--- src/rtl/smb_frame_pkg.sv ---
package smb_frame_pkg;

  typedef enum logic [2:0] {
    FR_IDLE    = 3'd0,
    FR_RECV    = 3'd1,
    FR_DECIDE  = 3'd2,
    FR_ACKWAIT = 3'd3,
    FR_ACKDRV  = 3'd4,
    FR_IGNORE  = 3'd5
  } fr_state_e;

endpackage

--- src/rtl/smb_line_sync.sv ---
module smb_line_sync #(
  parameter int STAGES = 2
) (
  input  logic clk,
  input  logic rst,
  input  logic din,
  output logic dout
);

  logic [STAGES-1:0] chain;

  generate
    if (STAGES == 1) begin : g_single
      always_ff @(posedge clk) begin
        if (rst) chain <= '1;
        else     chain <= din;
      end
    end else begin : g_multi
      always_ff @(posedge clk) begin
        if (rst) chain <= '1;
        else     chain <= {chain[STAGES-2:0], din};
      end
    end
  endgenerate

  assign dout = chain[STAGES-1];

endmodule

--- src/rtl/smb_cond_det.sv ---
module smb_cond_det (
  input  logic clk,
  input  logic rst,
  input  logic scl_s,
  input  logic sda_s,
  output logic scl_rise,
  output logic scl_fall,
  output logic start_ev,
  output logic stop_ev
);

  logic scl_q, sda_q;
  logic raw_start, raw_stop;
  logic start_guard;

  always_ff @(posedge clk) begin
    if (rst) begin
      scl_q <= 1'b1;
      sda_q <= 1'b1;
    end else begin
      scl_q <= scl_s;
      sda_q <= sda_s;
    end
  end

  assign scl_rise  = scl_s & ~scl_q;
  assign scl_fall  = ~scl_s & scl_q;
  assign raw_start = scl_s & scl_q & sda_q & ~sda_s;
  assign raw_stop  = scl_s & scl_q & ~sda_q & sda_s;

  // Guard is armed by a START and cleared only by the next falling clock edge.
  always_ff @(posedge clk) begin
    if (rst)            start_guard <= 1'b0;
    else if (raw_start) start_guard <= 1'b1;
    else if (scl_fall)  start_guard <= 1'b0;
  end

  assign start_ev = raw_start;
  assign stop_ev  = raw_stop & ~start_guard;

  // no STOP is accepted in the cycle right after a START
  a_r8_no_stop_after_start: assert property (@(posedge clk) disable iff (rst)
    start_ev |=> !stop_ev);

endmodule

--- src/rtl/smb_byte_ctrl.sv ---
module smb_byte_ctrl
  import smb_frame_pkg::*;
#(
  parameter int WORD_BITS = 8
) (
  input  logic                 clk,
  input  logic                 rst,
  input  logic                 scl_rise,
  input  logic                 scl_fall,
  input  logic                 start_ev,
  input  logic                 stop_ev,
  input  logic                 sda_s,
  input  logic                 addr_match,
  output logic                 sda_oe,
  output logic                 rx_valid,
  output logic [WORD_BITS-1:0] rx_data,
  output logic                 rx_first,
  output logic                 bus_busy,
  output logic                 start_pulse,
  output logic                 stop_pulse
);

  localparam int CNT_W = (WORD_BITS > 1) ? $clog2(WORD_BITS) : 1;
  localparam logic [CNT_W-1:0] LAST_BIT = CNT_W'(WORD_BITS - 1);

  fr_state_e            state;
  logic [CNT_W-1:0]     bit_cnt;
  logic [WORD_BITS-1:0] shreg;
  logic [WORD_BITS-1:0] shreg_nxt;
  logic                 first_q;
  logic                 ack_go;

  assign shreg_nxt = {shreg[WORD_BITS-2:0], sda_s};

  always_ff @(posedge clk) begin
    if (rst) begin
      state       <= FR_IDLE;
      bit_cnt     <= '0;
      shreg       <= '0;
      first_q     <= 1'b0;
      ack_go      <= 1'b0;
      sda_oe      <= 1'b0;
      rx_valid    <= 1'b0;
      rx_data     <= '0;
      rx_first    <= 1'b0;
      bus_busy    <= 1'b0;
      start_pulse <= 1'b0;
      stop_pulse  <= 1'b0;
    end else begin
      rx_valid    <= 1'b0;
      start_pulse <= 1'b0;
      stop_pulse  <= 1'b0;
      if (start_ev) begin
        state       <= FR_RECV;
        bit_cnt     <= '0;
        first_q     <= 1'b1;
        sda_oe      <= 1'b0;
        bus_busy    <= 1'b1;
        start_pulse <= 1'b1;
      end else if (stop_ev) begin
        state      <= FR_IDLE;
        bit_cnt    <= '0;
        sda_oe     <= 1'b0;
        bus_busy   <= 1'b0;
        stop_pulse <= 1'b1;
      end else begin
        case (state)
          FR_RECV: begin
            if (scl_rise) begin
              shreg <= shreg_nxt;
              if (bit_cnt == LAST_BIT) begin
                bit_cnt  <= '0;
                rx_data  <= shreg_nxt;
                rx_first <= first_q;
                rx_valid <= 1'b1;
                state    <= FR_DECIDE;
              end else begin
                bit_cnt <= bit_cnt + 1'b1;
              end
            end
          end
          FR_DECIDE: begin
            ack_go <= first_q ? addr_match : 1'b1;
            state  <= FR_ACKWAIT;
          end
          FR_ACKWAIT: begin
            if (scl_fall) begin
              if (ack_go) begin
                sda_oe <= 1'b1;
                state  <= FR_ACKDRV;
              end else begin
                state <= FR_IGNORE;
              end
            end
          end
          FR_ACKDRV: begin
            if (scl_fall) begin
              sda_oe  <= 1'b0;
              first_q <= 1'b0;
              state   <= FR_RECV;
            end
          end
          default: ;
        endcase
      end
    end
  end

  // START opens the bus
  a_r2_start_sets_busy: assert property (@(posedge clk) disable iff (rst)
    start_ev |=> (bus_busy && start_pulse));

  // accepted STOP closes the bus
  a_r3_stop_clears_busy: assert property (@(posedge clk) disable iff (rst)
    (stop_ev && !start_ev) |=> (!bus_busy && stop_pulse));

  // words only appear inside an open transfer
  a_r4_valid_in_busy: assert property (@(posedge clk) disable iff (rst)
    rx_valid |-> bus_busy);

  // acknowledge drive only inside an open transfer
  a_r5_oe_in_busy: assert property (@(posedge clk) disable iff (rst)
    sda_oe |-> bus_busy);

  // a refused address never drives the line
  a_r6_ignore_silent: assert property (@(posedge clk) disable iff (rst)
    (state == FR_IGNORE) |-> (!sda_oe && !rx_valid));

endmodule

--- src/rtl/smb_frame_rx.sv ---
module smb_frame_rx #(
  parameter int SYNC_STAGES = 2,
  parameter int WORD_BITS   = 8
) (
  input  logic                 clk,
  input  logic                 rst,
  input  logic                 scl_in,
  input  logic                 sda_in,
  input  logic                 addr_match,
  output logic                 sda_oe,
  output logic                 rx_valid,
  output logic [WORD_BITS-1:0] rx_data,
  output logic                 rx_first,
  output logic                 bus_busy,
  output logic                 start_pulse,
  output logic                 stop_pulse
);

  logic scl_s, sda_s;
  logic scl_rise, scl_fall, start_ev, stop_ev;

  smb_line_sync #(.STAGES(SYNC_STAGES)) u_sync_scl (
    .clk(clk), .rst(rst), .din(scl_in), .dout(scl_s)
  );

  smb_line_sync #(.STAGES(SYNC_STAGES)) u_sync_sda (
    .clk(clk), .rst(rst), .din(sda_in), .dout(sda_s)
  );

  smb_cond_det u_cond (
    .clk      (clk),
    .rst      (rst),
    .scl_s    (scl_s),
    .sda_s    (sda_s),
    .scl_rise (scl_rise),
    .scl_fall (scl_fall),
    .start_ev (start_ev),
    .stop_ev  (stop_ev)
  );

  smb_byte_ctrl #(.WORD_BITS(WORD_BITS)) u_ctrl (
    .clk         (clk),
    .rst         (rst),
    .scl_rise    (scl_rise),
    .scl_fall    (scl_fall),
    .start_ev    (start_ev),
    .stop_ev     (stop_ev),
    .sda_s       (sda_s),
    .addr_match  (addr_match),
    .sda_oe      (sda_oe),
    .rx_valid    (rx_valid),
    .rx_data     (rx_data),
    .rx_first    (rx_first),
    .bus_busy    (bus_busy),
    .start_pulse (start_pulse),
    .stop_pulse  (stop_pulse)
  );

  // drive enable holds still across a clock-high interval
  a_r10_oe_stable_scl_high: assert property (@(posedge clk) disable iff (rst)
    (scl_s && $past(scl_s)) |-> $stable(sda_oe));

  // no pulses right out of reset
  a_r1_quiet_after_reset: assert property (@(posedge clk)
    $fell(rst) |-> (!rx_valid && !start_pulse && !stop_pulse && !sda_oe));

endmodule

--- config.mk ---
export PLATFORM = sky130hd
export DESIGN_NAME = smb_frame_rx
export DESIGN_NICKNAME = d
export VERILOG_FILES = /design/src/rtl/smb_frame_pkg.sv /design/src/rtl/smb_line_sync.sv /design/src/rtl/smb_cond_det.sv /design/src/rtl/smb_byte_ctrl.sv /design/src/rtl/smb_frame_rx.sv
export SDC_FILE = /design/constraint.sdc
export NUM_CORES = 1
export LEC_CHECK = 0
export BUFFER_PORTS_ARGS = -buffer_cell sky130_fd_sc_hd__clkbuf_2
export CORE_MARGIN = 5
export CORE_UTILIZATION = 45
export CTS_BUF_LIST = sky130_fd_sc_hd__clkbuf_16
export CTS_CLUSTER_DIAMETER = 50
export DETAILED_ROUTE_END_ITERATION = 10
export HOLD_SLACK_MARGIN = 0.08
export PLACE_DENSITY = 0.63
export REMOVE_ABC_BUFFERS = 1
export SYNTH_ARGS = -nofsm -noshare
export SYNTH_HDL_FRONTEND = slang
export SYNTH_SLANG_ARGS = --single-unit
export TNS_END_PERCENT = 1
--- constraint.sdc ---
create_clock -name clk -period 2.7 [get_ports clk]
set_input_delay 0.54 -clock clk [delete_from_list [all_inputs] [get_ports clk]]
set_output_delay 0.54 -clock clk [all_outputs]
set_load 0.02 [all_outputs]
# Yosys cells after proc, flatten, opt, wreduce, memory -nomap -nowiden
# Cells that the tools add are included.
[op_classes]
addsub = 1
eq_ne = 15
n_mux = 23
bitwise_logic = 17
n_reduce_logical = 17
[ops]
columns = ["operator", "count"]
rows = [
  ["$mux W1", 16],
  ["$mux W3", 5],
  ["$reduce_and A5 Y1", 3],
  ["$ne A4 B4 Y1 const B", 3],
  ["$pmux W3 S4", 1],
  ["$not A1 Y1", 9],
  ["$and A1 B1 Y1", 8],
  ["$ne A2 B2 Y1 const B", 4],
  ["$reduce_and A4 Y1", 2],
  ["$reduce_bool A2 Y1", 4],
  ["$eq A3 B2 Y1 const B", 2],
  ["$eq A3 B3 Y1 const B", 2],
  ["$reduce_and A3 Y1", 2],
  ["$reduce_bool A6 Y1", 1],
  ["$reduce_or A5 Y1", 1],
  ["$ne A2 B1 Y1 const B", 2],
  ["$ne A4 B3 Y1 const B", 1],
  ["$reduce_bool A4 Y1", 1],
  ["$add A3 B1 Y3 const B", 1],
  ["$eq A3 B1 Y1 const B", 1],
  ["$reduce_or A3 Y1", 1],
  ["$pmux W1 S2", 1],
  ["$reduce_and A2 Y1", 1],
  ["$reduce_or A2 Y1", 1],
]
[totals]
register_bits = 36
in_bits = 5
output_inout_bits = 14
elab_cells = 91

# Depth between registers and ports, before layout
[logic_depth]
ltp_word = 6
depth_mapped = 6
depth_no_buf = 5

# Hierarchy
# Synthesis repeated with hierarchy kept, for this count alone.
[hier_totals]
cells_unflattened = 150
area_unflattened_um2 = 1443.9
[by_module_without_submodules]
columns = ["mod", "n_inst", "cells_each", "area_each_um2", "seq_area_each_um2"]
rows = [
  ["smb_byte_ctrl", 1, 129, 1201.2, 580.6],
  ["smb_cond_det", 1, 13, 137.6, 60.1],
  ["smb_line_sync", 2, 4, 52.6, 40.0],
]

# Least setup slack after synthesis
# Ideal clock, no wire load.
[synth_timing]
path_kind = "reg-to-reg"
from = "register u_ctrl.bit_cnt[0]"
to = "register u_ctrl.rx_data[2]"
setup_ns = 0.128
t_arrival_ns = 1.207
t_required_ns = 2.572
path_slack_ns = 1.366
path_stages_with_launch = 7
path_buffers = 1
synth_period_minus_slack_ns = 1.334
cell_sequence = "dfxtp_1 ha_1 ha_1 nand4_1 buf_4 mux2i_1 nor2_1"
[synth_between]
elab_chain_cells = 2
[synth_rtl]
columns = ["element", "line", "rtl"]
rows = [
  ["from (decl)", "smb_byte_ctrl.sv:27", "logic [CNT_W-1:0] bit_cnt;"],
  ["from (signal assigned)", "smb_byte_ctrl.sv:78", "bit_cnt <= bit_cnt + 1'b1;"],
  ["$eq A3 B3 Y1", "smb_byte_ctrl.sv:71", "if (bit_cnt == LAST_BIT) begin"],
  ["$reduce_and A5 Y1 (no line)", "-", ""],
  ["to (signal assigned)", "smb_byte_ctrl.sv:73", "rx_data <= shreg_nxt;"],
  ["to (decl)", "smb_byte_ctrl.sv:16", "output logic [WORD_BITS-1:0] rx_data,"],
]
# No other way between the ends.
# A chain may end at the register's enable or synchronous reset.

# Worst setup path after layout
[layout_timing]
from = "register u_ctrl.bit_cnt[0]"
to = "register u_ctrl.rx_data[7]"
# Same word-level chain as after synthesis.

==> results.txt <==
----------------------------------------------------
[Outcome]
  Run status ... finished, final reports clean

[Layout]
  Commonest cells after routing, fill and taps aside ... sky130_fd_sc_hd__dfxtp_1, sky130_fd_sc_hd__nor2_1, sky130_fd_sc_hd__mux2i_1, sky130_fd_sc_hd__clkbuf_2, sky130_fd_sc_hd__a21oi_1
  Layout-stage area growth over the synthesis result ... 17.4%
  Fraction of final layout cells with drive strength greater than 1 ... 0.176
  Most common cell after layout, fill and taps aside ... sky130_fd_sc_hd__dfxtp_1
  Final instance count without filler cells ... 192
  FILL cells ... 280
  Post-layout net count ... around 170
  N_diodes ... 0
  Final cell utilization of the core ... 0.542

[Floorplan]
  Die extent in x ... approximately 65 um
  Cell row count ... 20
  Full die area ... between 0.004 and 0.005 sq mm
  Initial core utilization ... 0.461
  Total core area ... 0.00300 sq mm
  Ports placed on the boundary ... 19
  Die Y ... between 60 and 70 um

[Setup path]
  Required time at the endpoint of the critical path ... between 2000 and 3000 ps
  Data arrival at the endpoint of the critical path ... 1730 ps
  Worst-case register-to-register setup slack ... approximately 1100 ps
  Biggest fanout along the worst timing path ... 7
  Critical path type ... reg2reg
  Crit path capture type ... register
  Length in cells of the worst reg-to-reg path ... 6
  Setup crit start kind ... register

[GRT]
  Antenna violations before repair ... 0
  Via count of the first global-routing pass ... 989
  Combined global-route utilization of all metal layers ... 0.128
  Wire length of the first global-routing pass ... approximately 4.2 mm
  Remaining global-route overflow ... 0
  Largest net degree at the start of global routing ... 32

[STA]
  Setup TNS ... 0 ps
  Normalized max-slew margin ... 0.626
  Fraction of the cycle the final worst path needs ... 0.589
  Max Fclk ... about 0.63 GHz
  Count of endpoints failing setup in the final report ... 0
  Slew at the pin with the worst max-slew slack ... approximately 560 ps
  Number of pins exceeding their max-slew limit in the final report ... 0
  Unrepaired setup endpoints after global routing ... no
  Fin Clk Skew ... around 2.7 ps
  Number of hold violations in the final report ... 0
  Hold Slack ... between 400 and 500 ps
  Post-layout min period ... 1590 ps

[Synthesis]
  Count of distinct cell types in the synthesized netlist ... 33
  Multiplexer share of the synthesized area ... 0.137
  Basic-gate share of the synthesized area counting and, or, nand and nor cells ... 0.186
  Combinational family with the most area after synthesis ... simple AND/OR/NAND/NOR gates
  #FFs+latches synth ... 36
  Post-Synth Adder-Cell Area ... 0.0181
  Area share of xor/xnor cells in the synthesized design ... 0.00632
  Async set or reset register ratio after synthesis ... 0
  Average footprint of a synthesized cell ... between 9 and 10 sq um
  Number of enable flip-flop cells after synthesis ... 0
  Post-Syn Area ... roughly 0.0014 sq mm
  Share of the synthesized area in the top cell type ... 0.520
  Area fraction in compound gates after synthesis ... 0.0930
  Area contributors post-synth ... sky130_fd_sc_hd__dfxtp_1, sky130_fd_sc_hd__mux2i_1, sky130_fd_sc_hd__nor2_1
  Library cell with the largest summed area after synthesis ... sky130_fd_sc_hd__dfxtp_1
  Synth warn ... 0
  Synth Flop Type ... sky130_fd_sc_hd__dfxtp_1
  Sequential area share after synthesis ... 0.520
  Syn Inst Count ... 140

[CTS]
  Postcts setup bufs ... 0
  Clock root buffer master ... sky130_fd_sc_hd__clkbuf_16
  Clock Latency Late Sink ... around 270 ps
  CTS tree ... yes
  Number of gates resized after cts ... 0
  Number of hold buffers added after cts ... 0
  Number of buffers added by the clock tree synthesis step ... 5
  Clock transition time at the flip-flop clock pins of the worst setup and hold paths ... 50 ps
  CTS sink cnt ... 36
  Level count of the clock H-tree ... 2
  Maximum count of clock buffers along a single path ... 2

[Placed design]
  Count of buffers from port buffering ... 18
  Weighted congestion at the end of routability-driven global placement ... approximately 0.80
  DPL Wire Length ... roughly 1.7 mm
  Cell count after placement ... roughly 190

[Hold path]
  Worst Hold Class ... reg2reg
  Hold-critical path depth ... 1

[Drt]
  Routed wirelength normalized by instance count ... around 13 um
  Post-DR vias/cell ... 5.45
  Antenna-violating nets left ... 0
  Routed Wire Length ... about 2.4 mm
  Remaining routing DRC violations ... 0
  Iteration-0 DRC Markers ... 31
  Vias after detailed routing ... ~1000
  DRT Pass-1 Iters ... 4

[Power]
  Static power due to leakage ... 0.810 nW
  Largest vdd supply drop ... 0.000404 V
  Power per cell area ... between 600 and 700 mW/mm^2

[Job]
  Count of maximum capacitance violations ... 0

----------------------------------------------------
==> per-stage QoR <==
| stage | total power, W | area [sq um] | setup WS, ps |
|---|---|---|---|
| floorplan | 0.000572 | 1350 | 1170 |
| detailed placement | 0.000587 | 1490 | 1100 |
| finish | 0.00110 | 1630 | 1110 |
| global placement | 0.000586 | 1490 | 1140 |
| CTS | 0.00111 | 1630 | 1070 |
| global route | 0.00115 | 1630 | 917 |
==> worst paths after layout <==
path | start | to
worst max-delay path | u_ctrl.bit_cnt[0] | u_ctrl.rx_data[7]
worst min-delay path | u_sync_scl.chain[0] | u_sync_scl.chain[1]
worst max register to register | u_ctrl.bit_cnt[0] | u_ctrl.rx_data[7]
worst min register to register | u_sync_scl.chain[0] | u_sync_scl.chain[1]
==> synth_stat cells (all sizes together), types with 3 or more instances <==
cell type / instances
nor2: 24
dfxtp: 36
mux2i: 19
or2: 6
buf: 5
o21ai: 4
a21oi: 8
clkbuf: 3
nand2: 5
inv: 4
==> layer usage <==
metal / GRT usage / routed length (um) / vias to the layer above / part of all wire
li1: - / - / 518 / -
met1: 0.147 / 1130 / 500 / 0.47
met2: 0.205 / 1140 / 25 / 0.47
met3: 0.0444 / 110 / 4 / 0.046
met4: 0.0777 / 33 / 0 / 0.014
met5: 0 / 0 / - / 0
==> registers in the layout (all words and copies together), names as in the netlist, 2 cells and up <==
name and cells:
u_ctrl.rx_data 8, u_ctrl.state 3, u_ctrl.shreg 7, u_sync_scl.chain 2
u_sync_sda.chain 2, u_ctrl.bit_cnt 3
==> report_power, final <==
| part | switching (W) | internal, W |
|---|---|---|
| clock | 0.000190 | 0.000331 |
| combinational | 0.0000190 | 0.0000112 |
| sequential | 0.00000690 | 0.000539 |
==> logic make-up (layout without fill, tap and decap cells) <==
family                   after synthesis  in the layout
AO/OA/AOI/OAI                         20             20
XOR/XNOR                               1              1
adder cells (fa/ha/maj)                2              2
AND/OR/NAND/NOR                       50             50
buffers and inverters                 12             31
multiplexers                          19             19
flip-flops                            36             36
==> worst max-delay path: stages, from the launching register on <==
cell and delay [ps]:
sky130_fd_sc_hd__dfxtp_1 350, sky130_fd_sc_hd__ha_1 150, sky130_fd_sc_hd__ha_1 160, sky130_fd_sc_hd__nand4_1 280
sky130_fd_sc_hd__buf_4 300, sky130_fd_sc_hd__mux2i_1 160, sky130_fd_sc_hd__nor2_1 50
==> cell type report <==
cell class	instances	area, sq um	area share
Tap cell	33	41.3	0.0254
Clock buffer	5	125	0.0769
Clock inverter	2	8.76	0.00538
Timing Repair Buffer	20	105	0.0646
Inverter	4	15.0	0.00923
Sequential cell	36	721	0.443
Multi-Input combinational cell	92	611	0.375
(Power assumes the default switching activity.)
